File: src/rtl/vlsu_seq_pkg.sv
package vlsu_seq_pkg;

    typedef enum logic [1:0] {
        AM_UNIT  = 2'd0,
        AM_ELEM  = 2'd1,
        AM_INDEX = 2'd2,
        AM_SPLAT = 2'd3
    } addr_mode_e;

    localparam int NLANE   = 4;
    localparam int LN_SRC  = 0;
    localparam int LN_OFF  = 1;
    localparam int LN_DST  = 2;
    localparam int LN_UPD  = 3;

endpackage

File: src/rtl/vlsu_first_set.sv
// Lowest set mask position at or above a start index; MAXVL when none.
module vlsu_first_set #(
    parameter int MAXVL = 16,
    parameter int IDXW  = $clog2(MAXVL + 1)
) (
    input  logic [MAXVL-1:0] mask_i,
    input  logic [IDXW-1:0]  from_i,
    output logic [IDXW-1:0]  pos_o
);
    always_comb begin
        pos_o = IDXW'(MAXVL);
        for (int p = MAXVL - 1; p >= 0; p--) begin
            if (mask_i[p] && (IDXW'(p) >= from_i)) begin
                pos_o = IDXW'(p);
            end
        end
    end
endmodule

File: src/rtl/vlsu_ea_calc.sv
// Combinational effective-address and update-value computation.
module vlsu_ea_calc
    import vlsu_seq_pkg::*;
#(
    parameter int AW   = 64,
    parameter int IDXW = 5
) (
    input  addr_mode_e       mode_i,
    input  logic             off_reg_i,
    input  logic             postinc_i,
    input  logic             sea_i,
    input  logic [1:0]       src_ew_i,
    input  logic [1:0]       op_width_i,
    input  logic [AW-1:0]    imm_i,
    input  logic [AW-1:0]    ra_i,
    input  logic [AW-1:0]    rb_i,
    input  logic [IDXW-1:0]  dst_idx_i,
    output logic [AW-1:0]    ea_o,
    output logic [AW-1:0]    upd_o
);
    logic          sgn;
    logic [AW-1:0] rb_ext;
    logic [AW-1:0] off;
    logic [AW-1:0] jz;
    logic [AW-1:0] base_t;
    logic [AW-1:0] off_t;
    logic [AW-1:0] sum;

    assign sgn = sea_i && (mode_i == AM_INDEX);

    always_comb begin
        unique case (src_ew_i)
            2'd0:    rb_ext = sgn ? {{(AW-8){rb_i[7]}},   rb_i[7:0]}
                                  : {{(AW-8){1'b0}},      rb_i[7:0]};
            2'd1:    rb_ext = sgn ? {{(AW-16){rb_i[15]}}, rb_i[15:0]}
                                  : {{(AW-16){1'b0}},     rb_i[15:0]};
            2'd2:    rb_ext = sgn ? {{(AW-32){rb_i[31]}}, rb_i[31:0]}
                                  : {{(AW-32){1'b0}},     rb_i[31:0]};
            default: rb_ext = rb_i;
        endcase
    end

    assign off    = off_reg_i ? rb_ext : imm_i;
    assign jz     = AW'(dst_idx_i);
    assign base_t = ra_i + ((mode_i == AM_UNIT) ? (jz << op_width_i) : '0);
    assign off_t  = (mode_i == AM_ELEM) ? (off * jz) : off;
    assign sum    = base_t + off_t;
    assign ea_o   = postinc_i ? base_t : sum;
    assign upd_o  = sum;
endmodule

File: src/rtl/vlsu_addr_seq.sv
module vlsu_addr_seq
    import vlsu_seq_pkg::*;
#(
    parameter int AW    = 64,
    parameter int MAXVL = 16,
    parameter int IDXW  = $clog2(MAXVL + 1)
) (
    input  logic             clk,
    input  logic             rst_n,
    input  logic             start_i,
    input  logic [1:0]       mode_i,
    input  logic             off_reg_i,
    input  logic             postinc_i,
    input  logic             sea_i,
    input  logic [1:0]       src_ew_i,
    input  logic [1:0]       op_width_i,
    input  logic [IDXW-1:0]  vl_i,
    input  logic [MAXVL-1:0] src_mask_i,
    input  logic [MAXVL-1:0] dst_mask_i,
    input  logic             ra_vec_i,
    input  logic             rb_vec_i,
    input  logic             rt_vec_i,
    input  logic             upd_vec_i,
    input  logic [AW-1:0]    imm_i,
    input  logic [AW-1:0]    ra_data_i,
    input  logic [AW-1:0]    rb_data_i,
    input  logic             ready_i,
    output logic             valid_o,
    output logic [AW-1:0]    ea_o,
    output logic [IDXW-1:0]  src_idx_o,
    output logic [IDXW-1:0]  off_idx_o,
    output logic [IDXW-1:0]  dst_idx_o,
    output logic [IDXW-1:0]  upd_idx_o,
    output logic [AW-1:0]    upd_val_o,
    output logic             busy_o,
    output logic             done_o
);
    typedef struct packed {
        logic                        busy;
        logic                        fin;
        addr_mode_e                  mode;
        logic                        off_reg;
        logic                        postinc;
        logic                        sea;
        logic [1:0]                  src_ew;
        logic [1:0]                  op_w;
        logic [IDXW-1:0]             vl;
        logic [MAXVL-1:0]            smask;
        logic [MAXVL-1:0]            dmask;
        logic [NLANE-1:0]            vec;
        logic [AW-1:0]               imm;
        logic [NLANE-1:0][IDXW-1:0]  idx;
    } seq_state_t;

    seq_state_t st_d, st_q;

    logic                        splat_in;
    logic [NLANE-1:0]            vec_in;
    logic [NLANE-1:0][IDXW-1:0]  first0;
    logic [NLANE-1:0][IDXW-1:0]  nxt;
    logic [NLANE-1:0]            over;
    logic                        exhausted;
    logic                        accept;

    assign splat_in = (mode_i == 2'd3);
    assign vec_in   = {upd_vec_i, rt_vec_i, rb_vec_i && !splat_in, ra_vec_i && !splat_in};

    // One skip finder pair per index lane: first live slot at start, next live slot on accept.
    for (genvar l = 0; l < NLANE; l++) begin : g_lane
        if (l == LN_DST) begin : g_dst
            vlsu_first_set #(.MAXVL(MAXVL), .IDXW(IDXW)) u_first (
                .mask_i (dst_mask_i),
                .from_i ('0),
                .pos_o  (first0[l])
            );
            vlsu_first_set #(.MAXVL(MAXVL), .IDXW(IDXW)) u_next (
                .mask_i (st_q.dmask),
                .from_i (st_q.idx[l] + IDXW'(1)),
                .pos_o  (nxt[l])
            );
        end else begin : g_src
            vlsu_first_set #(.MAXVL(MAXVL), .IDXW(IDXW)) u_first (
                .mask_i (src_mask_i),
                .from_i ('0),
                .pos_o  (first0[l])
            );
            vlsu_first_set #(.MAXVL(MAXVL), .IDXW(IDXW)) u_next (
                .mask_i (st_q.smask),
                .from_i (st_q.idx[l] + IDXW'(1)),
                .pos_o  (nxt[l])
            );
        end
        assign over[l] = st_q.vec[l] && (st_q.idx[l] >= st_q.vl);
    end

    assign exhausted = st_q.fin || (st_q.vl == '0) || (|over);
    assign valid_o   = st_q.busy && !exhausted;
    assign done_o    = st_q.busy && exhausted;
    assign accept    = valid_o && ready_i;

    always_comb begin
        st_d = st_q;
        if (!st_q.busy) begin
            if (start_i) begin
                st_d.busy    = 1'b1;
                st_d.fin     = 1'b0;
                st_d.mode    = addr_mode_e'(mode_i);
                st_d.off_reg = off_reg_i;
                st_d.postinc = postinc_i;
                st_d.sea     = sea_i;
                st_d.src_ew  = src_ew_i;
                st_d.op_w    = op_width_i;
                st_d.vl      = vl_i;
                st_d.smask   = src_mask_i;
                st_d.dmask   = dst_mask_i;
                st_d.vec     = vec_in;
                st_d.imm     = imm_i;
                for (int l = 0; l < NLANE; l++) begin
                    st_d.idx[l] = vec_in[l] ? first0[l] : '0;
                end
            end
        end else if (exhausted) begin
            st_d.busy = 1'b0;
            st_d.fin  = 1'b0;
        end else if (accept) begin
            for (int l = 0; l < NLANE; l++) begin
                if (st_q.vec[l]) begin
                    st_d.idx[l] = nxt[l];
                end
            end
            if (!st_q.vec[LN_DST]) begin
                st_d.fin = 1'b1;
            end
        end
    end

    always_ff @(posedge clk or negedge rst_n) begin
        if (!rst_n) begin
            st_q <= '0;
        end else begin
            st_q <= st_d;
        end
    end

    vlsu_ea_calc #(.AW(AW), .IDXW(IDXW)) u_ea (
        .mode_i     (st_q.mode),
        .off_reg_i  (st_q.off_reg),
        .postinc_i  (st_q.postinc),
        .sea_i      (st_q.sea),
        .src_ew_i   (st_q.src_ew),
        .op_width_i (st_q.op_w),
        .imm_i      (st_q.imm),
        .ra_i       (ra_data_i),
        .rb_i       (rb_data_i),
        .dst_idx_i  (st_q.idx[LN_DST]),
        .ea_o       (ea_o),
        .upd_o      (upd_val_o)
    );

    assign src_idx_o = st_q.idx[LN_SRC];
    assign off_idx_o = st_q.idx[LN_OFF];
    assign dst_idx_o = st_q.idx[LN_DST];
    assign upd_idx_o = st_q.idx[LN_UPD];
    assign busy_o    = st_q.busy;

    // ---------------- assertions ----------------
    p_idle_quiet_r1: assert property (@(posedge clk) disable iff (!rst_n)
        !busy_o |-> (!valid_o && !done_o));

    p_cfg_frozen_r2: assert property (@(posedge clk) disable iff (!rst_n)
        busy_o |=> ($stable(st_q.vl) && $stable(st_q.mode) && $stable(st_q.imm)));

    p_splat_src_r6: assert property (@(posedge clk) disable iff (!rst_n)
        (valid_o && st_q.mode == AM_SPLAT) |-> (src_idx_o == '0 && off_idx_o == '0));

    p_dst_mask_r7: assert property (@(posedge clk) disable iff (!rst_n)
        (valid_o && st_q.vec[LN_DST]) |-> st_q.dmask[dst_idx_o]);

    p_src_mask_r7: assert property (@(posedge clk) disable iff (!rst_n)
        (valid_o && st_q.vec[LN_SRC]) |-> st_q.smask[src_idx_o]);

    p_scalar_dst_end_r8: assert property (@(posedge clk) disable iff (!rst_n)
        (accept && !st_q.vec[LN_DST]) |=> !valid_o);

    p_hold_r11: assert property (@(posedge clk) disable iff (!rst_n)
        (valid_o && !ready_i) |=> (valid_o && $stable(dst_idx_o) && $stable(src_idx_o)
                                  && $stable(off_idx_o)));

    p_advance_r11: assert property (@(posedge clk) disable iff (!rst_n)
        (accept && st_q.vec[LN_DST]) |=> (!valid_o || dst_idx_o > $past(dst_idx_o)));

    p_done_pulse_r12: assert property (@(posedge clk) disable iff (!rst_n)
        done_o |=> (!busy_o && !done_o));

endmodule

File: config.mk
export PLATFORM = sky130hd
export DESIGN_NAME = vlsu_addr_seq
export DESIGN_NICKNAME = d
export VERILOG_FILES = /design/src/rtl/vlsu_seq_pkg.sv /design/src/rtl/vlsu_first_set.sv /design/src/rtl/vlsu_ea_calc.sv /design/src/rtl/vlsu_addr_seq.sv
export SDC_FILE = /design/constraint.sdc
export NUM_CORES = 2
export LEC_CHECK = 0
export BUFFER_PORTS_ARGS = -buffer_cell sky130_fd_sc_hd__buf_2
export CORE_ASPECT_RATIO = 0.9
export CORE_MARGIN = 2
export CORE_UTILIZATION = 41
export DETAILED_ROUTE_END_ITERATION = 10
export RECOVER_POWER = 100
export REMOVE_ABC_BUFFERS = 1
export SLEW_MARGIN = 10
export SYNTH_ARGS = -nofsm -noshare
export SYNTH_HDL_FRONTEND = slang
export SYNTH_SLANG_ARGS = --single-unit
File: constraint.sdc
create_clock -name clk -period 23.3 [get_ports clk]
set_input_delay 5.825 -clock clk [delete_from_list [all_inputs] [get_ports clk]]
set_output_delay 5.825 -clock clk [all_outputs]
set_load 0.01 [all_outputs]
==> results.cfg <==
[run_status]
outcome = finished with violations
violations = max-capacitance violations, max-slew violations

[floorplanning]
placementRows = 86
io_pins = 397
die_w_um = 267
die-area_sq_mm = 0.0642
die_y_um = 241
start_util_pct = 41.6
coreArea_sq_mm = 0.0613

[synthesis]
ys_ff_latch = 136
syn_avg_cell_area_sq_um = 7.30
syn_inst = 3492
yosys_warnings = 0
synthesis.area_sq_mm = 0.0255
yosysTopAreaCellShare_pct = 14.2
yosys.area.top_type = fa_1
ys.flop_type = dfrtp_1
async_reset_ff_share_pct = 100
synth.area.top_cells = fa_1 14%, dfrtp_1 13%, nand2_1 9.5%
synth_edf_count = 0
synthDistinctLibCells = 84
seq_area_frac_synth_pct = 13.3

[worst_setup_path]
endpoint_kind = output pin
crit_type = in -> out
startpoint_type = input pin
path_max_fanout = 16
cp.required_ns = 17.48
cp.arrival_ns = 15.79
slowest_stage = nor3b_1
slowest_delay_ns = 1.72

[route]
wl_met3_um = 5480
dr.pass1.iters = 8
drt_wl_total_um = 88500
wl_met1_um = 43000
wl_per_cell_um = 19.4
drtAntennaViolNets = 0
first_iter_violations = 1909
vias = 25382
dr.max_layer_used = met5
drc = 0
dr_wl_met2_um = 38200
vias_per_cell = 5.57

[finish]
areaGrowthSynthToFinish_pct = 10.8
utilization_pct = 46.1
fillers = 6496
seq_area_sq_mm = 0.00341
finalNetCount = 4344
final_cell_mix = 648 x nand2_1, 288 x inv_1, 287 x a21oi_1, 267 x buf_2, 220 x nor2_1
final_common_cell = nand2_1
layout-drive-gt1-share_pct = 10.7
multiInputGateArea_sq_mm = 0.0202

[timing]
fin_setup_tns_ns = 0
max-slew-margin-rel_pct = -184
rsz0062_at_grt = no
finClkSkew_ns = 0.00877
maxSlewViolCount = 618
setup_viol = 0
worst_slew_pin_slew_ns = 4.26
timing.final.crit_share_pct = 92.8
period_minus_slack_ns = 21.62
hold_viol = 0
fmax_ghz = 0.0463

[clock_network]
htreeDepth = 4
cts_resized = 0
cts-root-buf = clkbuf_16
clock_latency_ns = 0.44
post-cts-setup-buffers = 0
path_clk_slew_ns = 0.06
cts_tree = yes
cts_buffers = 17
cts.sinks = 136
cts_hold_buf = 0
cts_buffer_depth = 2

[place]
gp_congestion = 0.986
port_buffers = 396
hpwlAfterDp_um = 71700

[global_routing]
gr-usage-all-layers_pct = 27.1
grt_pass1_wl_um = 137000
first_global_vias = 23837
grt_max_degree = 88
antenna_found_initial = 11
grt_overflow = 0

[hold_path]
min_path_type = reg -> reg

[job]
maxCapViolations = 11
[final timing paths]
check	startpoint	endpoint	depth (start not counted)	slack, ns
max	rb_data_i[15]	ea_o[52]	32	1.68
min	st_q[44]	st_q[44]	2	0.47
max reg2reg	busy_o	dst_idx_o[2]	5	17.48
min reg2reg	st_q[44]	st_q[44]	2	0.47
max in group asynchronous	rst_n	st_q[131]	2	10.97
min in group asynchronous	rst_n	st_q[107]	1	6.71
[Yosys cell counts (all sizes together) (14+ instances only)]
library cell / n
a21o: 102
a21oi: 289
a31oi: 26
and2: 146
and3: 38
buf: 39
clkbuf: 145
dfrtp: 136
fa: 181
ha: 173
inv: 289
mux2: 68
mux2i: 17
nand2: 648
nand2b: 44
nand3: 73
nand4: 36
nor2: 220
nor2b: 60
nor3: 42
nor3b: 14
nor4: 16
o211ai: 22
o21a: 25
o21ai: 205
o21bai: 36
o22ai: 25
o31ai: 23
or3: 17
xnor2: 119
xor2: 79
[sequential cells by signal, indices dropped and copies added, names as in the netlist]
register	cells
src_idx_o	5
off_idx_o	5
dst_idx_o	5
st_q	115
busy_o	1
upd_idx_o	5
[metrics by stage]
stage               hold slack (ns)  instance area, sq um  setup slack, ns  instances
global placement              0.453                 27900             2.51       4517
CTS                           0.474                 28500             2.60       4548
detailed placement            0.458                 27900             2.60       4517
global route                  0.498                 28300             1.02       4553
finish                        0.473                 28300             1.68       4554
floorplan                     0.439                 24700             4.12       3308
[per-layer routing]
layer	GRT usage (%)	up-vias
met4	6.33	10
met2	41.5	787
li1	-	12313
met1	39.8	12169
met5	0	-
met3	4.30	103
[critical path, delay by kind of cell]
kind,cells,cell delay [ns]
and+or+nand+nor,7,3.24
AOI/OAI and AO/OA,12,3.11
adders and majority gates,5,2.50
xor gates and xnor gates,2,0.43
buffers and inverters,4,0.36
muxes,2,0.29
[layout make-up]
| type | instances | area share [%] |
|---|---|---|
| clock inverter | 12 | 0.509 |
| sequential | 136 | 12.1 |
| clock buffer | 19 | 1.57 |
| timing repair buffer | 417 | 6.87 |
| antenna | 6 | 0.0531 |
| inverter | 290 | 3.85 |
| tap | 792 | 3.51 |
| multi-input combinational | 2882 | 71.6 |
[cells by family (layout without fill, tap and decap cells)]
logic type / after synthesis / after routing / share of synthesized area, %
multiplexers: 85 / 85 / 3.67
flip-flops: 136 / 136 / 13.3
buffers and inverters: 474 / 738 / 7.30
AO/OA/AOI/OAI: 858 / 858 / 20.9
XOR/XNOR: 199 / 199 / 6.89
other: 0 / 6 / 0
AND/OR/NAND/NOR: 1386 / 1386 / 25.2
adder cells (fa/ha/maj): 354 / 354 / 22.7
Power is left out: the tool's default activity adds up to more than one toggle a clock period on the data nets, which glitch-free logic cannot reach.
